**src/rtl/seg_window_pkg.sv**
```systemverilog
package seg_window_pkg;

  typedef struct packed {
    logic [7:0] win_end;
    logic [7:0] win_start;
  } seg_t;

  function automatic logic seg_empty(seg_t s);
    return s.win_end <= s.win_start;
  endfunction

  function automatic logic seg_collide(seg_t a, seg_t b);
    if (seg_empty(a) || seg_empty(b)) return 1'b0;
    return (a.win_start < b.win_end) && (a.win_end > b.win_start);
  endfunction

  function automatic logic seg_misaligned(seg_t s);
    logic [7:0] len;
    len = s.win_end - s.win_start;
    if (seg_empty(s)) return 1'b0;
    return (s.win_start % len) != 8'd0;
  endfunction

  function automatic logic [31:0] seg_to_word(seg_t s);
    return {s.win_end, s.win_start, 16'h0000};
  endfunction

endpackage

```
**src/rtl/seg_write_check.sv**
```systemverilog
module seg_write_check
  import seg_window_pkg::*;
#(
  parameter int NUM_CS        = 3,
  parameter int CS_W          = 2,
  parameter int WIN_BASE      = 8'h20,
  parameter int WIN_UNITS     = 16,
  parameter int LOCK_LAST_END = 1,
  parameter int LOCKED_END    = 8'h2C
) (
  input  logic [CS_W-1:0]          idx,
  input  seg_t                     cand,
  input  seg_t [NUM_CS-1:0]        cur,
  output logic                     bad_cs0,
  output logic                     bad_lock,
  output logic                     bad_range,
  output logic                     bad_overlap,
  output logic                     refuse,
  output logic                     misaligned
);
  localparam int WIN_TOP = WIN_BASE + WIN_UNITS;

  logic [NUM_CS-1:0] clash;

  generate
    for (genvar g = 0; g < NUM_CS; g++) begin : g_clash
      assign clash[g] = (idx != CS_W'(g)) && seg_collide(cand, cur[g]);
    end
  endgenerate

  always_comb begin
    bad_cs0     = (idx == '0) && (32'(cand.win_start) != WIN_BASE);
    bad_lock    = (LOCK_LAST_END != 0) && (idx == CS_W'(NUM_CS - 1)) &&
                  (32'(cand.win_end) != LOCKED_END);
    bad_range   = (32'(cand.win_end) <= WIN_BASE) || (32'(cand.win_start) > WIN_TOP);
    bad_overlap = |clash;
    refuse      = bad_cs0 | bad_lock | bad_range | bad_overlap;
    misaligned  = seg_misaligned(cand);
  end
endmodule

```
**src/rtl/seg_decoder.sv**
```systemverilog
module seg_decoder
  import seg_window_pkg::*;
#(
  parameter int NUM_CS = 3,
  parameter int AW     = 31,
  parameter int UNIT_SHIFT = 23
) (
  input  seg_t [NUM_CS-1:0] segs,
  input  logic [AW-1:0]     addr,
  output logic [NUM_CS-1:0] cs_onehot,
  output logic [AW-1:0]     offset,
  output logic              miss
);
  logic [7:0] unit;
  logic [NUM_CS-1:0] hit;

  assign unit = addr[UNIT_SHIFT +: 8];

  generate
    for (genvar g = 0; g < NUM_CS; g++) begin : g_hit
      assign hit[g] = !seg_empty(segs[g]) &&
                      (unit >= segs[g].win_start) && (unit < segs[g].win_end);
    end
  endgenerate

  always_comb begin
    cs_onehot = '0;
    offset    = '0;
    for (int i = NUM_CS - 1; i >= 0; i--) begin
      if (hit[i]) begin
        cs_onehot = NUM_CS'(1) << i;
        offset    = addr - (AW'(segs[i].win_start) << UNIT_SHIFT);
      end
    end
    miss = (hit == '0);
  end
endmodule

```
**src/rtl/seg_window_bank.sv**
```systemverilog
module seg_window_bank
  import seg_window_pkg::*;
#(
  parameter int NUM_CS        = 3,
  parameter int BUS_AW        = 6,
  parameter int REG_BASE_WORD = 12,
  parameter int AW            = 31,
  parameter int WIN_BASE      = 8'h20,
  parameter int WIN_UNITS     = 16,
  parameter int DEF_UNITS     = 4,
  parameter int LOCK_LAST_END = 1
) (
  input  logic              clk,
  input  logic              rst_n,
  input  logic              bus_wr,
  input  logic [BUS_AW-1:0] bus_addr,
  input  logic [31:0]       bus_wdata,
  output logic [31:0]       bus_rdata,
  input  logic [AW-1:0]     probe_addr,
  output logic [NUM_CS-1:0] probe_cs,
  output logic [AW-1:0]     probe_offset,
  output logic              probe_miss,
  output logic              wr_reject,
  output logic              wr_warn
);
  localparam int CS_W       = (NUM_CS > 1) ? $clog2(NUM_CS) : 1;
  localparam int LOCKED_END = WIN_BASE + NUM_CS * DEF_UNITS;

  function automatic seg_t default_seg(int n);
    seg_t s;
    s.win_start = 8'(WIN_BASE + n * DEF_UNITS);
    s.win_end   = 8'(WIN_BASE + (n + 1) * DEF_UNITS);
    return s;
  endfunction

  seg_t [NUM_CS-1:0] seg_q;
  seg_t              cand;
  logic [BUS_AW-1:0] rel_addr;
  logic [CS_W-1:0]   wr_idx;
  logic              sel_hit;
  logic              sel_rd;

  // named internal events for the checker
  logic wr_same, wr_try, wr_commit;
  logic bad_cs0, bad_lock, bad_range, bad_overlap, refuse, misaligned;

  assign rel_addr = bus_addr - BUS_AW'(REG_BASE_WORD);
  assign wr_idx   = rel_addr[CS_W-1:0];
  assign sel_hit  = (32'(bus_addr) >= REG_BASE_WORD) &&
                    (32'(bus_addr) < REG_BASE_WORD + NUM_CS);
  assign cand     = seg_t'(bus_wdata[31:16]);

  assign wr_same   = bus_wr && sel_hit && (cand == seg_q[wr_idx]);
  assign wr_try    = bus_wr && sel_hit && !wr_same;
  assign wr_commit = wr_try && !refuse;

  seg_write_check #(
    .NUM_CS(NUM_CS), .CS_W(CS_W), .WIN_BASE(WIN_BASE), .WIN_UNITS(WIN_UNITS),
    .LOCK_LAST_END(LOCK_LAST_END), .LOCKED_END(LOCKED_END)
  ) u_check (
    .idx(wr_idx), .cand(cand), .cur(seg_q),
    .bad_cs0(bad_cs0), .bad_lock(bad_lock), .bad_range(bad_range),
    .bad_overlap(bad_overlap), .refuse(refuse), .misaligned(misaligned)
  );

  always_ff @(posedge clk) begin
    if (!rst_n) begin
      for (int i = 0; i < NUM_CS; i++) seg_q[i] <= default_seg(i);
      wr_reject <= 1'b0;
      wr_warn   <= 1'b0;
    end else begin
      if (wr_commit) seg_q[wr_idx] <= cand;
      wr_reject <= wr_try && refuse;
      wr_warn   <= wr_commit && misaligned;
    end
  end

  assign sel_rd    = sel_hit;
  assign bus_rdata = sel_rd ? seg_to_word(seg_q[wr_idx]) : 32'h0;

  seg_decoder #(.NUM_CS(NUM_CS), .AW(AW), .UNIT_SHIFT(23)) u_decode (
    .segs(seg_q), .addr(probe_addr),
    .cs_onehot(probe_cs), .offset(probe_offset), .miss(probe_miss)
  );
endmodule

```
**config.mk**
```make
export PLATFORM = sky130hd
export DESIGN_NAME = seg_window_bank
export DESIGN_NICKNAME = d
export VERILOG_FILES = /design/src/rtl/seg_window_pkg.sv /design/src/rtl/seg_write_check.sv /design/src/rtl/seg_decoder.sv /design/src/rtl/seg_window_bank.sv
export SDC_FILE = /design/constraint.sdc
export NUM_CORES = 1
export LEC_CHECK = 0
export ABC_AREA = 1
export BUFFER_PORTS_ARGS = -buffer_cell sky130_fd_sc_hd__buf_2
export CAP_MARGIN = 20
export CORE_UTILIZATION = 25
export DETAILED_ROUTE_END_ITERATION = 10
export SETUP_SLACK_MARGIN = 0.15
export SYNTH_ARGS = -nofsm -noshare
export SYNTH_HDL_FRONTEND = slang
export SYNTH_HIERARCHICAL = 1
export SYNTH_SLANG_ARGS = --single-unit
```
**constraint.sdc**
```tcl
create_clock -name clk -period 28.7 [get_ports clk]
set_input_delay 5.74 -clock clk [delete_from_list [all_inputs] [get_ports clk]]
set_output_delay 5.74 -clock clk [all_outputs]
set_load 0.01 [all_outputs]
```
## Word level (Yosys, flattened, before mapping)

Cells that the tools add are included.
W data, S select, Z words.

| storage, ports and cells | value |
|---|---|
| bits in registers | 50 |
| input port bits | 72 |
| output and inout bits | 69 |
| logic and storage cells | 105 |

| operators by class | value |
|---|---|
| add/subtract/negate cells | 5 |
| divide/modulo/power cells | 1 |
| $lt $le $gt $ge | 22 |
| eq/ne operators | 6 |
| muxes and demuxes | 24 |
| bitwise gates (word level) | 3 |
| reduce and logical (&&, ||, !) cells | 36 |

Operators with widths:

| kind | number |
|---|---|
| $mux W31 | 3 |
| $sub A31 B31 Y31 | 3 |
| $bwmux W48 | 1 |
| $lt A8 B8 Y1 | 6 |
| $bmux W16 S2 | 1 |
| $demux W16 S2 | 1 |
| $le A8 B8 Y1 | 4 |
| $mux W16 | 2 |
| $mux W32 | 1 |
| $ge A8 B8 Y1 | 3 |
| $gt A8 B8 Y1 | 3 |
| $logic_and A1 B1 Y1 | 22 |
| $eq A16 B16 Y1 | 1 |
| $ne A8 B6 Y1 const B | 2 |
| $mux W1 | 12 |
| $mux W3 | 3 |
| $gt A8 B6 Y1 const B | 1 |
| $le A8 B6 Y1 const B | 1 |
| $mod A8 B8 Y8 | 1 |
| $reduce_bool A8 Y1 | 1 |
| $sub A8 B8 Y8 | 1 |
| $ge A6 B4 Y1 const B | 1 |
| $lt A6 B4 Y1 const B | 1 |
| $logic_not A1 Y1 | 5 |
| 12 further kinds | 17 |

## Longest topological paths before layout

Gate-level depths: netlist (run 1).

| logic depth | value |
|---|---|
| depth in word-level cells | 10 |
| gate-level depth with buffers | 89 |

## By module

Netlist (run 1), hierarchy kept.

Modules (own cells, without submodules):

| module | instances | cells each | area an instance (µm²) | seq. area each (µm²) |
|---|---|---|---|---|
| seg_write_check | 1 | 646 | 4117.7 | 0.0 |
| seg_window_bank | 1 | 505 | 3200.6 | 1001.0 |
| seg_decoder | 1 | 498 | 2852.7 | 0.0 |

## Least setup slack after synthesis (run 1)

No wires, ideal clock.

| path | value |
|---|---|
| path type | input to register |
| start | in bus_wdata[24] |
| end | reg wr_warn |
| library setup time | 112 ps |
| data arrival time | 15647 ps |
| setup slack | 12941 ps |
| cell stages on the path | 83 |
| cell sequence | inv_1 > ha_1 > inv_1 > fa_1 > nand2_1 > nand3b_1 > nand2_2 > nand3_2 > nor2_1 > nand3_1 > nand2_1 > nand2_1 > ha_1 > o21ai_0 > nand2_1 > nand2_2 > nand2_1 > o21ai_0 > [47 not listed] > nand2_1 > buf_2 > o21ai_0 > fa_1 > a21oi_1 > o21bai_1 > a21oi_1 > o21bai_1 > xor2_1 > nand2_1 > a21oi_1 > nand2_1 > inv_1 > nand2_1 > nand2_1 > a21oi_2 > nand3_1 > nor2_1 |

| between the ends | value |
|---|---|
| elaborated cells on any way between the ends | 39 |
| classes of those cells | add/sub (1); div (1); order compare (5); eq/ne (2); mux (8); bitwise (3); reduce/logical (19) |

RTL lines:

| item | line | RTL |
|---|---|---|
| start, declared | seg_window_bank.sv:17 | `input logic [31:0] bus_wdata,` |
| $sub A8 B8 Y8 | seg_window_pkg.sv:19 | `len = s.win_end - s.win_start;` |
| $mod A8 B8 Y8 | seg_window_pkg.sv:21 | `return (s.win_start % len) != 8'd0;` |
| $reduce_bool A8 Y1 | seg_window_pkg.sv:21 |  |
| $mux W1 (*) | seg_window_pkg.sv:21 |  |
| named net misaligned | seg_window_bank.sv:45 | `logic bad_cs0, bad_lock, bad_range, bad_overlap, refuse, misaligned;` |
| $logic_and A1 B1 Y1 (*) | seg_window_bank.sv:74 | `wr_warn <= wr_commit && misaligned;` |
| end signal, assigned | seg_window_bank.sv:74 |  |
| end, declared | seg_window_bank.sv:24 | `output logic wr_warn` |

Mark *: on every way through the listed nets, which the timed path passes. The rest lies on a longest branch.
A chain may end at the register's enable or synchronous reset.

## Final worst setup path (run 1)

Same ends and word-level chain as after synthesis.

==> key figures, run 1 <==
Run status
  – Status: finished, final reports clean

Clocking
  – Hold-fix buffers, CTS: 0
  – Longest Clk Path Bufs: 2
  – CTS tree: built
  – Clock root cell: clkbuf_16
  – CTS Sinks: 50
  – Cts repair resizes: 0
  – Post-CTS setup buffers: 0
  – Inserted Clock Buffers: 5
  – Worst skew pair latency: 0.30 ns
  – Worst-path clk slew: 0.07 ns
  – H-Tree Depth: 2

Placed design
  – Buffers on Ports: 108
  – Hpwl dp: 25,700 um
  – Placer Congestion: 0.917
  – Placed Area: 0.0110 mm2
  – Post-Place Worst Slack: 10.93 ns
  – Placed cell count: 2,249

Timing
  – Minimum clock period: 17.51 ns
  – Setup violators final: 0
  – Post-route setup slack: 11.19 ns
  – Fin. Hold Viols: 0
  – Layout Skew: 0.00837 ns
  – Final period util: 61.0%
  – FMAX: 0.0571 GHz
  – Worst-Margin Slew: 1.01 ns
  – Final slew viol count: 0
  – RSZ-0062 raised after global routing: false
  – Slew HR: 32.9%
  – Final hold slack: 0.550 ns
  – Sum Neg Setup Slack: 0 ns

Global routing
  – Global-route wire length before repair: 50,200 um
  – GRT Util Overall: 15.2%
  – Antenna violations before repair: 2
  – GRT overflow: 0
  – Largest net degree at the start of global routing: 50
  – Vias in the first global route: 9,640

Worst setup path
  – Critical path capture point type: flop
  – Critical path's slowest cell: o21ai_0
  – Critical Path Max Stage Delay: 0.51 ns
  – Startpoint Class: primary input
  – Most Frequent Cell on Critical Path: nand2_1
  – Reg-to-Reg Start: seg_q[41]
  – Worst EP required: 28.89 ns
  – CP max FO: 13
  – Worst EP arrival: 17.71 ns
  – CP Class: in -> reg
  – Worst setup path start: bus_wdata[24]

Detailed routing
  – Avg WL per Cell: 14.2 um
  – Antenna viol nets, final: 0
  – DRC: 0
  – Initial DRC count: 544
  – Vias: 10.5k
  – DRT Wirelength: 32,100 um
  – Avg Vias per Cell: 4.66
  – Pre-Repair DR Iteration Count: 5

Logic synthesis
  – EDFF count, synth: 0
  – Synthesized instance count: 1,649
  – Syn. warnings: 6
  – Post-synthesis xor/xnor area fraction: 2.84%
  – Post-Synth Simple-Gate Area: 38.5%
  – Post-synthesis adder-cell area fraction: 23.5%
  – Ys flop type: dfxtp_1
  – Compound-gate portion of the synthesized area: 9.71%
  – Yosys cell types: 55
  – Seq/Total Area, Yosys: 9.84%
  – Average size of a mapped cell: 6.17 um2
  – Synthesized flop and latch total: 50
  – Post-synthesis cell area: 0.0102 mm2
  – Mux cell area share after synthesis: 0%
  – Largest family of logic cells by synthesized area: simple AND/OR/NAND/NOR gates
  – Ys async rst share: 0%

Floorplan
  – Die area: 0.0415 mm2
  – Initial Util: 25.5%
  – Core ar.: 0.0399 mm2
  – Die Ht: 204 um
  – DIE WIDTH: 204 um
  – I/O pin count: 141
  – Rows: 73

Power and ir drop
  – Power density over the cells: 30.4 mW/mm2
  – VDD IR max: 0.0193 mV
  – Leakage: 6.52 nW
  – Power consumption: 340 uW

Hold path
  – Hold Crit Class: reg -> reg
  – Hold path start: seg_q[5]

Finish
  – Layout cells sized above 1: 13.4%
  – Post-route insts no fill: 2,255
  – Fin nets: 1,991
  – Diode count: 0
  – Post-layout util: 28.0%
  – Syn-to-layout area delta: 9.96%
  – Cell area after layout: 0.0112 mm2

Flow run
  – Max cap viols: 0
[synthesized netlist by cell type, types with 3 or more instances]
master     count  area, um2
buf_4         21        158
nand4_4        4       85.1
dfxtp_1       50       1000
o21ai_2        5       43.8
nand4_1       38        238
nor2_4         7       78.8
clkbuf_1      11       41.3
nor2_1       154        578
buf_6          8       90.1
nand3b_1       3       22.5
inv_2         20       75.1
o21ai_1        4       20.0
nand2_4        6       67.6
inv_1        292       1100
o2111ai_1      3       26.3
nor4_1         8       50.1
nand3_1      113        566
ha_1         183       2290
or2_2         11       68.8
a21o_1        13       97.6
xnor2_1        7       61.3
o211ai_1       6       45.0
fa_1           5        100
nand2_1      440       1650
buf_2          4       20.0
nand3_2       19        190
a31oi_1        3       18.8
o21a_1         4       30.0
xor2_1        26        228
nor2_2         9       56.3
o21ai_0       25        125
a21oi_2        4       35.0
nor3_1         6       30.0
o21bai_1       9       67.6
a21oi_1       74        370
nand2_2       25        156
[kinds of logic (layout without fill, tap and decap cells)]
group / count (synthesis) / count (layout)
xor+xnor: 33 / 33
fa+ha+maj: 188 / 188
buf+inv: 365 / 431
flops: 50 / 50
simple gates: 851 / 851
other cells: 1 / 16
compound gates: 161 / 161
[worst paths after layout]
| path | end | slack [ns] | cells after the start |
|---|---|---|---|
| setup / recovery | wr_warn | 11.19 | 82 |
| hold / removal | seg_q[5] | 0.55 | 2 |
| setup reg to reg | seg_q[12] | 24.88 | 15 |
| hold reg to reg | seg_q[5] | 0.55 | 2 |
[cells in the final DEF, fill, tap and decap left out, types with 11 or more instances in the layout]
| cell | netlist | routed |
|---|---|---|
| nand3_2 | 19 | 19 |
| inv_1 | 292 | 292 |
| or2_2 | 11 | 11 |
| buf_2 | 4 | 108 |
| conb_1 | 1 | 16 |
| dfxtp_1 | 50 | 50 |
| nand2_1 | 440 | 440 |
| a21oi_1 | 74 | 74 |
| a21o_1 | 13 | 13 |
| nand4_1 | 38 | 38 |
| ha_1 | 183 | 183 |
| inv_2 | 20 | 20 |
| xor2_1 | 26 | 26 |
| nand3_1 | 113 | 113 |
| o21ai_0 | 25 | 25 |
| nand2_2 | 25 | 25 |
| nor2_1 | 154 | 154 |
[report_power, final]
| group | switching, mW | total (mW) | internal (mW) |
|---|---|---|---|
| clock network | 0.0282 | 0.0621 | 0.0339 |
| logic | 0.132 | 0.209 | 0.0764 |
| registers | 0.000107 | 0.0695 | 0.0694 |
| total | 0.161 | 0.340 | 0.180 |
[layer usage]
metal | vias up | track usage [%] | share of wire [%]
met2 | 330 | 26.1 | 46
met5 | - | 0 | 0.056
met3 | 51 | 1.13 | 5.7
li1 | 5390 | - | -
met4 | 4 | 5.13 | 2.9
met1 | 4731 | 19.9 | 45
[worst max-delay path, delay by kind of cell]
| kind | cells | cell delay, ns |
|---|---|---|
| AOI/OAI and AO/OA | 30 | 4.58 |
| xor gates and xnor gates | 1 | 0.16 |
| and+or+nand+nor | 34 | 3.65 |
| buffers and inverters | 8 | 0.80 |
| adders and majority gates | 9 | 2.74 |
[area by class of cell]
class / instances / area, um2
Fill cell: 4499 / 28700
Timing Repair Buffer: 108 / 541
Clock buffer: 6 / 139
Inverter: 317 / 1200
Multi-Input combinational cell: 1249 / 7640
Tap cell: 525 / 657
Sequential cell: 50 / 1000
[sequential cells by signal, summed over array words and instances, names as in the netlist]
| signal | cells |
|---|---|
| seg_q | 48 |
| wr_reject | 1 |
| wr_warn | 1 |
(Power assumes the default switching activity.)
==> run 2: changes to the inputs <==
- ABC_AREA: 1 -> 0
- clock period: 28.7 -> 16 ns (I/O delays scaled with it)
==> run 2 against run 1 <==
Compared with the run above: global-route usage rose by 0.96 points; critical endpoint unchanged; worst setup slack got worse by 10 ns; sequential cell count did not move; final cell count fell by 13%; sequential power rose by 80%; critical path type unchanged; highest routed layer unchanged.
==> key figures, run 2 <==
Finish
  – Regs by FF count: seg_q: 48 flops, wr_reject: 1 flops, wr_warn: 1 flops
  – Most common cell after layout, fill and taps aside: ha_1
  – Layout cells sized above 1: 25.4%
  – Largest register FFs: 48
  – Fin nets: 1,694
  – Largest reg by FF count: seg_q
  – Post-layout util: 31.4%
  – Diode count: 0
  – Cell area after layout: 0.0122 mm2
  – Leading cell types in the layout, fill and taps excluded: ha_1 (172), inv_1 (127), buf_4 (118)
  – Syn-to-layout area delta: 23.5%

Worst setup path
  – Critical path capture point type: flop
  – CP max FO: 7
  – Delay-heaviest family, CP: compound AO/OA/AOI/OAI gates
  – Critical Path Max Stage Delay: 0.61 ns
  – Startpoint Class: primary input
  – Worst EP arrival: 15.40 ns
  – Worst EP required: 16.14 ns
  – CP Class: in -> reg
  – Critical path's slowest cell: or4b_2
  – Buf+Inv Stages, Crit Path: 7

Power and ir drop
  – Comb power frac: 67.7%
  – Int Pwr: 462 uW
  – Switching power: 316 uW
  – Power density over the cells: 63.9 mW/mm2
  – Reg power frac: 16.0%
  – VDD IR max: 0.0421 mV
  – Leakage: 5.54 nW
  – Switching Share: 40.6%
  – Clock network power share: 16.3%

Clocking
  – H-Tree Depth: 2
  – Clock root cell: clkbuf_16
  – CTS tree: built
  – Worst-path clk slew: 0.07 ns
  – Worst skew pair latency: 0.29 ns
  – CTS Sinks: 50
  – Inserted Clock Buffers: 5
  – Hold-fix buffers, CTS: 0
  – Longest Clk Path Bufs: 2

Detailed routing
  – DRT Wirelength: 33,700 um
  – Vias: 9,915
  – Antenna viol nets, final: 0
  – Initial DRC count: 627
  – Avg WL per Cell: 17.3 um
  – Pre-Repair DR Iteration Count: 5
  – DRC: 0
  – Avg Vias per Cell: 5.08

Floorplan
  – Initial Util: 25.4%
  – Die Ht: 201 um
  – DIE WIDTH: 201 um
  – Core ar.: 0.0388 mm2
  – I/O pin count: 141
  – Rows: 72
  – Die area: 0.0403 mm2

Timing
  – Fin. Hold Viols: 0
  – Final period util: 95.4%
  – Worst-Margin Slew: 1.08 ns
  – Final slew viol count: 0
  – Layout Skew: 0.00910 ns
  – Slew HR: 28.2%
  – Minimum clock period: 15.26 ns
  – Setup violators final: 0
  – FMAX: 0.0655 GHz

Global routing
  – Met1 usage: 21.3%
  – Vias in the first global route: 9,499
  – GR Layer Usage met3: 1.88%
  – GRT met2 Usage: 27.8%
  – Antenna violations before repair: 2
  – GRT overflow: 0
  – GRT busiest layer: met2
  – Largest net degree at the start of global routing: 71
  – Global-route wire length before repair: 51,900 um
  – GRT Util Overall: 16.2%

Logic synthesis
  – Average size of a mapped cell: 7.96 um2
  – Syn. warnings: 6
  – Post-synthesis cell area: 0.00987 mm2
  – Synthesized instance count: 1,239

Placed design
  – Placed Area: 0.0115 mm2
  – Hpwl dp: 26,400 um
  – Buffers on Ports: 108
  – Placer Congestion: 0.921

Flow run
  – Max cap viols: 0

Run status
  – Status: finished, final reports clean

Hold path
  – Hold Crit Class: reg -> reg
==> run 2: final cells by class <==
type / instances / area (um2)
Clock inverter: 2 / 38.8
Inverter: 131 / 492
Timing Repair Buffer: 228 / 1470
Sequential cell: 50 / 1000
Multi-Input combinational cell: 1018 / 8400
Tap cell: 518 / 648
Fill cell: 4122 / 26600
Clock buffer: 6 / 139
==> run 2: power groups by stage <==
stage / sequential (mW) / clock (mW) / combinational (mW)
global route: 0.125 / 0.134 / 0.579
detailed placement: 0.127 / 0 / 0.453
global placement: 0.127 / 0 / 0.443
finish: 0.125 / 0.127 / 0.527
CTS: 0.125 / 0.127 / 0.468
floorplan: 0.127 / 0 / 0.288
==> run 2: tightest hold or removal path: stages (launching register included) <==
cell,delay [ns]
dfxtp_1,0.34
nand2_1,0.07
mux2i_1,0.06
==> run 2: layer usage <==
layer / wire length, um / share of wire [%]
met3: 1810 / 5.4
met5: 26 / 0.077
met4: 815 / 2.4
met1: 15000 / 44
met2: 16100 / 48
==> run 2: repair_timing <==
action                     CTS  global route
resized for setup           14            57
gates cloned                 0             0
buffers inserted             1            13
setup endpoints to repair    1             1
pin swaps                    5            40
==> run 2: metrics by stage <==
step,hold slack [ns],setup WS (ns),std cells,setup TNS [ns],power [mW]
after floorplan,0.457,0.374,1254,0,0.415
after global placement,0.487,-0.380,1930,-0.380,0.571
after detailed placement,0.521,-0.522,1930,-0.522,0.581
after CTS,0.530,0.157,1939,0,0.719
after global routing,0.535,-0.0145,1953,-0.0145,0.838
final,0.527,0.740,1953,0,0.779
==> run 2: worst paths after layout <==
kind | start | endpoint | slack, ns | cells past startpoint
worst min register to register | seg_q[3] | seg_q[3] | 0.53 | 2
worst min-delay path | seg_q[3] | seg_q[3] | 0.53 | 2
worst max-delay path | bus_wdata[24] | wr_warn | 0.74 | 65
worst max register to register | seg_q[17] | seg_q[24] | 11.56 | 15
